`src/rtl/bscan_pkg.sv`:
```
package bscan_pkg;
   typedef enum logic [2:0] {
      BSM_FUNC   = 3'd0,
      BSM_SAMPLE = 3'd1,
      BSM_EXTEST = 3'd2,
      BSM_CLAMP  = 3'd3,
      BSM_HIGHZ  = 3'd4
   } bsm_mode_e;

   // Safe (reset) values per cell kind.
   localparam logic CTRL_SAFE = 1'b1;
   localparam logic DATA_SAFE = 1'b0;

   function automatic logic mode_scans(input logic [2:0] m);
      return (m == BSM_SAMPLE) || (m == BSM_EXTEST);
   endfunction
endpackage

```
`src/rtl/bscan_mode_dec.sv`:
```
module bscan_mode_dec
   import bscan_pkg::*;
(
   input  logic [2:0] mode,
   input  logic       capture_dr,
   input  logic       shift_dr,
   input  logic       update_dr,
   output logic       cap_en,
   output logic       shf_en,
   output logic       upd_en,
   output logic       pins_from_upd,
   output logic       pins_off
);
   logic scan_sel;

   always_comb begin
      scan_sel      = mode_scans(mode);
      pins_from_upd = (mode == BSM_EXTEST) || (mode == BSM_CLAMP);
      pins_off      = (mode == BSM_HIGHZ);
      cap_en        = scan_sel & capture_dr;
      shf_en        = scan_sel & shift_dr & ~capture_dr;
      upd_en        = scan_sel & update_dr;
   end
endmodule

```
`src/rtl/bscan_cell.sv`:
```
module bscan_cell #(
   parameter logic RST_VAL     = 1'b0,
   parameter bit   UPD_NEGEDGE = 1'b1
) (
   input  logic tck,
   input  logic trst_n,
   input  logic cap_en,
   input  logic shf_en,
   input  logic upd_en,
   input  logic cap_d,
   input  logic si,
   output logic sq,
   output logic uq
);
   always_ff @(posedge tck or negedge trst_n) begin
      if (!trst_n)     sq <= RST_VAL;
      else if (cap_en) sq <= cap_d;
      else if (shf_en) sq <= si;
   end

   generate
      if (UPD_NEGEDGE) begin : g_upd_fall
         always_ff @(negedge tck or negedge trst_n) begin
            if (!trst_n)     uq <= RST_VAL;
            else if (upd_en) uq <= sq;
         end
      end else begin : g_upd_rise
         always_ff @(posedge tck or negedge trst_n) begin
            if (!trst_n)     uq <= RST_VAL;
            else if (upd_en) uq <= sq;
         end
      end
   endgenerate
endmodule

```
`src/rtl/bscan_pin_pair.sv`:
```
module bscan_pin_pair
   import bscan_pkg::*;
#(
   parameter bit UPD_NEGEDGE = 1'b1
) (
   input  logic tck,
   input  logic trst_n,
   input  logic cap_en,
   input  logic shf_en,
   input  logic upd_en,
   input  logic pins_from_upd,
   input  logic pins_off,
   input  logic si,
   output logic so,
   input  logic core_out,
   input  logic core_oe,
   output logic core_in,
   output logic pad_out,
   output logic pad_oe,
   input  logic pad_in
);
   logic data_sq, data_uq, ctrl_sq, ctrl_uq;

   // Data cell (odd index) sits nearer tdi than its control cell.
   bscan_cell #(.RST_VAL(DATA_SAFE), .UPD_NEGEDGE(UPD_NEGEDGE)) data_cell_i (
      .tck(tck), .trst_n(trst_n), .cap_en(cap_en), .shf_en(shf_en),
      .upd_en(upd_en), .cap_d(pad_in), .si(si), .sq(data_sq), .uq(data_uq)
   );

   // Control cell (even index): 1 means driver off.
   bscan_cell #(.RST_VAL(CTRL_SAFE), .UPD_NEGEDGE(UPD_NEGEDGE)) ctrl_cell_i (
      .tck(tck), .trst_n(trst_n), .cap_en(cap_en), .shf_en(shf_en),
      .upd_en(upd_en), .cap_d(~core_oe), .si(data_sq), .sq(ctrl_sq), .uq(ctrl_uq)
   );

   assign so = ctrl_sq;

   always_comb begin
      core_in = pad_in;
      if (pins_off) begin
         pad_out = data_uq;
         pad_oe  = 1'b0;
      end else if (pins_from_upd) begin
         pad_out = data_uq;
         pad_oe  = ~ctrl_uq;
      end else begin
         pad_out = core_out;
         pad_oe  = core_oe;
      end
   end
endmodule

```
`src/rtl/bscan_pin_chain.sv`:
```
module bscan_pin_chain
   import bscan_pkg::*;
#(
   parameter int NUM_PINS    = 98,
   parameter bit UPD_NEGEDGE = 1'b1
) (
   input  logic                tck,
   input  logic                trst_n,
   input  logic [2:0]          mode,
   input  logic                capture_dr,
   input  logic                shift_dr,
   input  logic                update_dr,
   input  logic                tdi,
   output logic                tdo,
   input  logic [NUM_PINS-1:0] core_out,
   input  logic [NUM_PINS-1:0] core_oe,
   output logic [NUM_PINS-1:0] core_in,
   output logic [NUM_PINS-1:0] pad_out,
   output logic [NUM_PINS-1:0] pad_oe,
   input  logic [NUM_PINS-1:0] pad_in
);
   localparam int NUM_CELLS = 2 * NUM_PINS;

   generate
      if (NUM_PINS < 1) begin : g_bad_pins
         $error("bscan_pin_chain: NUM_PINS must be at least 1");
      end
      if (NUM_CELLS > 4096) begin : g_bad_len
         $error("bscan_pin_chain: chain longer than supported");
      end
   endgenerate

   logic cap_en, shf_en, upd_en, pins_from_upd, pins_off;
   logic [NUM_PINS:0] link;

   bscan_mode_dec dec_i (
      .mode(mode), .capture_dr(capture_dr), .shift_dr(shift_dr),
      .update_dr(update_dr), .cap_en(cap_en), .shf_en(shf_en),
      .upd_en(upd_en), .pins_from_upd(pins_from_upd), .pins_off(pins_off)
   );

   assign link[NUM_PINS] = tdi;
   assign tdo            = link[0];

   generate
      for (genvar k = 0; k < NUM_PINS; k++) begin : g_pin
         bscan_pin_pair #(.UPD_NEGEDGE(UPD_NEGEDGE)) pair_i (
            .tck(tck), .trst_n(trst_n), .cap_en(cap_en), .shf_en(shf_en),
            .upd_en(upd_en), .pins_from_upd(pins_from_upd), .pins_off(pins_off),
            .si(link[k+1]), .so(link[k]),
            .core_out(core_out[k]), .core_oe(core_oe[k]), .core_in(core_in[k]),
            .pad_out(pad_out[k]), .pad_oe(pad_oe[k]), .pad_in(pad_in[k])
         );
      end
   endgenerate
endmodule

```
`config.mk`:
```
export PLATFORM = sky130hd
export DESIGN_NAME = bscan_pin_chain
export DESIGN_NICKNAME = d
export VERILOG_FILES = /design/src/rtl/bscan_pkg.sv /design/src/rtl/bscan_mode_dec.sv /design/src/rtl/bscan_cell.sv /design/src/rtl/bscan_pin_pair.sv /design/src/rtl/bscan_pin_chain.sv
export SDC_FILE = /design/constraint.sdc
export NUM_CORES = 1
export LEC_CHECK = 0
export ABC_CLOCK_PERIOD_IN_PS = 1400
export BUFFER_PORTS_ARGS = -buffer_cell sky130_fd_sc_hd__buf_2
export CAP_MARGIN = 5
export CORE_MARGIN = 5
export CORE_UTILIZATION = 30
export DETAILED_ROUTE_END_ITERATION = 8
export PLACE_DENSITY_LB_ADDON = 0.2
export SETUP_SLACK_MARGIN = 0.5
export SLEW_MARGIN = 20
export SYNTH_ARGS = -nofsm -noshare
export SYNTH_HDL_FRONTEND = slang
export SYNTH_SLANG_ARGS = --single-unit
```
`constraint.sdc`:
```
create_clock -name tck -period 1.4 [get_ports tck]
set_input_delay 0.07 -clock tck [delete_from_list [all_inputs] [get_ports tck]]
set_output_delay 0.07 -clock tck [all_outputs]
set_load 0.01 [all_outputs]
```
-- After elaboration in Yosys (flattened, before gate mapping)
Index checks and enable logic that the tools add are counted.
- bits of input ports: 303
- register bits after elaboration: 392
- output and inout bits: 295
- reductions and logical operators: 3
- equal/unequal tests: 4
- mux-type cells: 784
- bitwise operators: 201
- operators with widths (cell ; number):
    $mux W1 ; 784
    $not A1 Y1 ; 197
    $eq A3 B2 Y1 const B ; 2
    $and A1 B1 Y1 ; 4
    $eq A3 B1 Y1 const B ; 1
    $eq A3 B3 Y1 const B ; 1
    $logic_or A1 B1 Y1 ; 2
    $reduce_bool A2 Y1 ; 1

-- Logic depth before layout (Yosys ltp)
- word-level depth: 6
- mapped depth: 7

-- Hierarchy
A second synthesis with hierarchy kept.
- cell total of the unflattened synthesis: 1868
- area total of the unflattened synthesis: 20774.9 µm²
- by module, submodules not included (module ; cells each ; area each (µm²) ; instances):
    bscan_cell at g_pin[0].pair_i.ctrl_cell_i ... ; 7 ; 90.1 ; 98
    bscan_cell at g_pin[0].pair_i.data_cell_i ... ; 6 ; 83.8 ; 98
    bscan_pin_pair ; 6 ; 37.5 ; 98
    bscan_mode_dec ; 6 ; 52.6 ; 1

==> results.md <==
- Unrepaired setup endpoints after global routing: true
- IO Port Bufs: 597
- Worst VDD drop: 0.857 mV
- RD Place Congestion: 0.849
- Synth-to-Final Area Change: 64.6%
- Comb pwr share: 34.4%
- Layout cells sized above 1: 64.5%
- DRC: 0
- DRT antenna net count: 0
- Top FF cell, synth: dfstp_2
- GRT overflow: 0
- Status: finished, violations left
- Syn Inst Count: 1724
- WL/cell: 22.4 um
- Die area: 73800 um2
- Sequential fraction of the synthesis area: 49.0%
- Cell taking the most area after synthesis: dfstp_2
- Starting Density: 30.1%
- Total number of yosys warnings: 0
- CTS tree: yes
- Post-DP Area: 25000 um2
- Reg2reg start: g_pin[90].pair_i.data_cell_i.sq
- Startpoint types: flop
- Clock buffer count from CTS: 47
- Worst slew margin: 36.2%
- CP top delay family: flip-flops
- Die height: 272 um
- Core Area: 68200 um2
- Row count: 96
- Synth Area in Compound Gates: 18.6%
- Synth top area cells: dfstp_2 25%, mux2_2 16%, dfrtn_1 12%
- Part of the power in registers: 38.6%
- Number of global-route vias before repair: 19900
- Simple-Gate Fraction of Synth Area: 2.10%
- Power density over cell area: 1480 nW/um2
- Final setup fails: 483
- Most frequent cell after synthesis: buf_4
- Max-slew violations: 0
- Crit path DAT: 2130 ps
- Leakage: 15.9 nW
- Clock Sinks: 392
- Setup tns final: -215620 ps
- Critical Path Source: g_pin[14].pair_i.data_cell_i.uq
- Detailed placer's ending HPWL: 55700 um
- Synthesized area: 20500 um2
- Buf/Inv on CP: 1
- Largest net degree at the start of global routing: 98
- TritonRoute pass-1 iters: 5
- Final setup skew: 58.1 ps
- Routed vias/inst: 4.89
- DR vias: 18000
- Clock Power Share: 27.0%
- H-tree levels: 2
- Sw frac: 29.9%
- Worst path depth: 2
- Hold Path Class: input pin to asynchronous set/reset pin
- Share of the synthesized area in the top cell type: 25.1%
- Maxcap violations: 0
- WL final: 82600 um
- Die width: 272 um
- CTS Buffer Depth: 3
- Failing checks: negative hold slack, negative setup slack
- P_sw: 14.9 mW
- Reg2reg path depth: 1
- CP max-delay cell: dfrtn_1
- Internal power: 35.1 mW
- Hold Violations, Final: 7
- Synth Area in Adders: 0%
- Measured slew at the worst slew-check pin: 954 ps
- Ports: 598
- First-pass GRT wire length: 122000 um
- Syn Nets: 2027
- Share of flip-flops with an asynchronous set or reset: 100%
- Main combinational cell family by area after synthesis: compound AO/OA/AOI/OAI gates
- Initial drt markers: 825
- Distinct cells, synth: 27
- Design Area, Final: 33800 um2
- CP Cell Sequence: mux2_4 > buf_6
- Root buf cell: clkbuf_16
- Worst EP required: 1330 ps
- Final Power: 50.1 mW
- Layout net count: 3063
- Worst-skew pair later-pin latency: 620 ps
- Fin Hold WS: -74.5 ps
- GRT Overall Usage: 21.1%
- Initial antenna violation count: 9
- Worst Setup End Kind: primary output
- Average size of a mapped cell: 11.9 um2
- Post-Synth XOR/XNOR Area: 0.0427%
- Setup CP Type: flop to primary output
- Fin worst setup slack: -803 ps
- Critical-path maximum fanout: 2
- Slowest stage delay, CP: 440 ps
- Flops & latches, synth: 392
- Mux cell area share after synthesis: 16.1%
- EDFF count, synth: 0
- Reg clk slew, reported paths: 60 ps
- Most frequent cells after synthesis: 296 x buf_4, 283 x mux2_2, 196 x dfstp_2, 195 x o2bb2ai_1, 100 x nand2_1
==> placed cells by master, fill, tap and decap left out, types with 92 or more instances in the layout <==
cell,synthesis,final
nand2_1,100,98
dfrtp_1,98,98
dfrtn_1,98,98
buf_6,15,218
buf_4,296,310
a2bb2oi_1,98,92
mux2_4,0,234
buf_2,45,481
dlygate4sd3_1,0,211
o2bb2ai_1,195,104
dfstp_2,196,196
inv_1,2,102
==> flip-flops by register name, summed over array words and instances, names as in the netlist <==
| signal | count |
|---|---|
| g_pin.pair_i.data_cell_i.uq | 98 |
| g_pin.pair_i.ctrl_cell_i.uq | 98 |
| g_pin.pair_i.ctrl_cell_i.sq | 98 |
| g_pin.pair_i.data_cell_i.sq | 98 |
==> cell families (layout without fill, tap and decap cells) <==
family          Yosys count  in the layout
compound gates          492            492
xor+xnor                  1              1
buf+inv                 435           1509
flops                   392            392
mux                     294            294
other cells               0              2
simple gates            110            110
==> per-stage QoR <==
stage / worst slack [ps] / std cells / utilization, % / hold WS (ps)
3_5_place_dp: -863 / 3110 / 36.7 / 156
4_1_cts: -834 / 3608 / 47.8 / 66.6
2_1_floorplan: -583 / 1724 / - / -226
3_3_place_gp: -842 / 3110 / 36.7 / 152
5_1_grt: -842 / 3681 / 49.5 / -45.7
6_report: -803 / 3682 / 49.5 / -74.5
==> routing by layer <==
metal,part of all wire [%],track usage (%)
met5,0.056,0
met4,2.9,6.24
met3,4.8,3.62
met2,50,37.2
met1,42,26.7
==> power groups by stage <==
stage / Sequential [mW] / Clock [mW] / Combinational (mW)
5_1_grt: 19.7 / 14.5 / 18.2
4_1_cts: 19.2 / 13.8 / 15.7
2_1_floorplan: 17.8 / 0.428 / 7.80
3_3_place_gp: 19.0 / 0.428 / 11.5
3_5_place_dp: 19.0 / 0.428 / 11.8
6_report: 19.3 / 13.5 / 17.2
==> worst min-delay path: cells and delay by family <==
family                 cells  cell delay (ps)
buffers and inverters      4              850
==> path summary, 6_finish.rpt <==
check | end | slack [ps]
max reg2reg | g_pin[90].pair_i.data_cell_i.uq | -150
max in group asynchronous | g_pin[70].pair_i.data_cell_i.uq | -410
min in group tck | g_pin[82].pair_i.ctrl_cell_i.sq | 70
min reg2reg | g_pin[52].pair_i.data_cell_i.uq | 470
max | pad_out[14] | -800
min | g_pin[84].pair_i.data_cell_i.sq | -70
==> what timing repair did <==
action	4_1_cts	5_1_grt
resized for setup	511	143
hold endpoints to repair	391	97
pin swaps	29	34
setup endpoints to repair	505	788
buffers inserted	89	67
cloned	13	2
hold buffers	212	4
==> cell type report <==
class / instances / area, um2
well taps: 882 / 1100
inverters: 1 / 3.75
multi-input cells: 897 / 9330
clock buffers: 68 / 1400
diodes: 2 / 5.00
flip-flops and latches: 392 / 10100
repair buffers: 1323 / 11400
clock inverters: 117 / 522
fillers: 6076 / 34400
No activity file was read; power rests on OpenSTA's default activity.
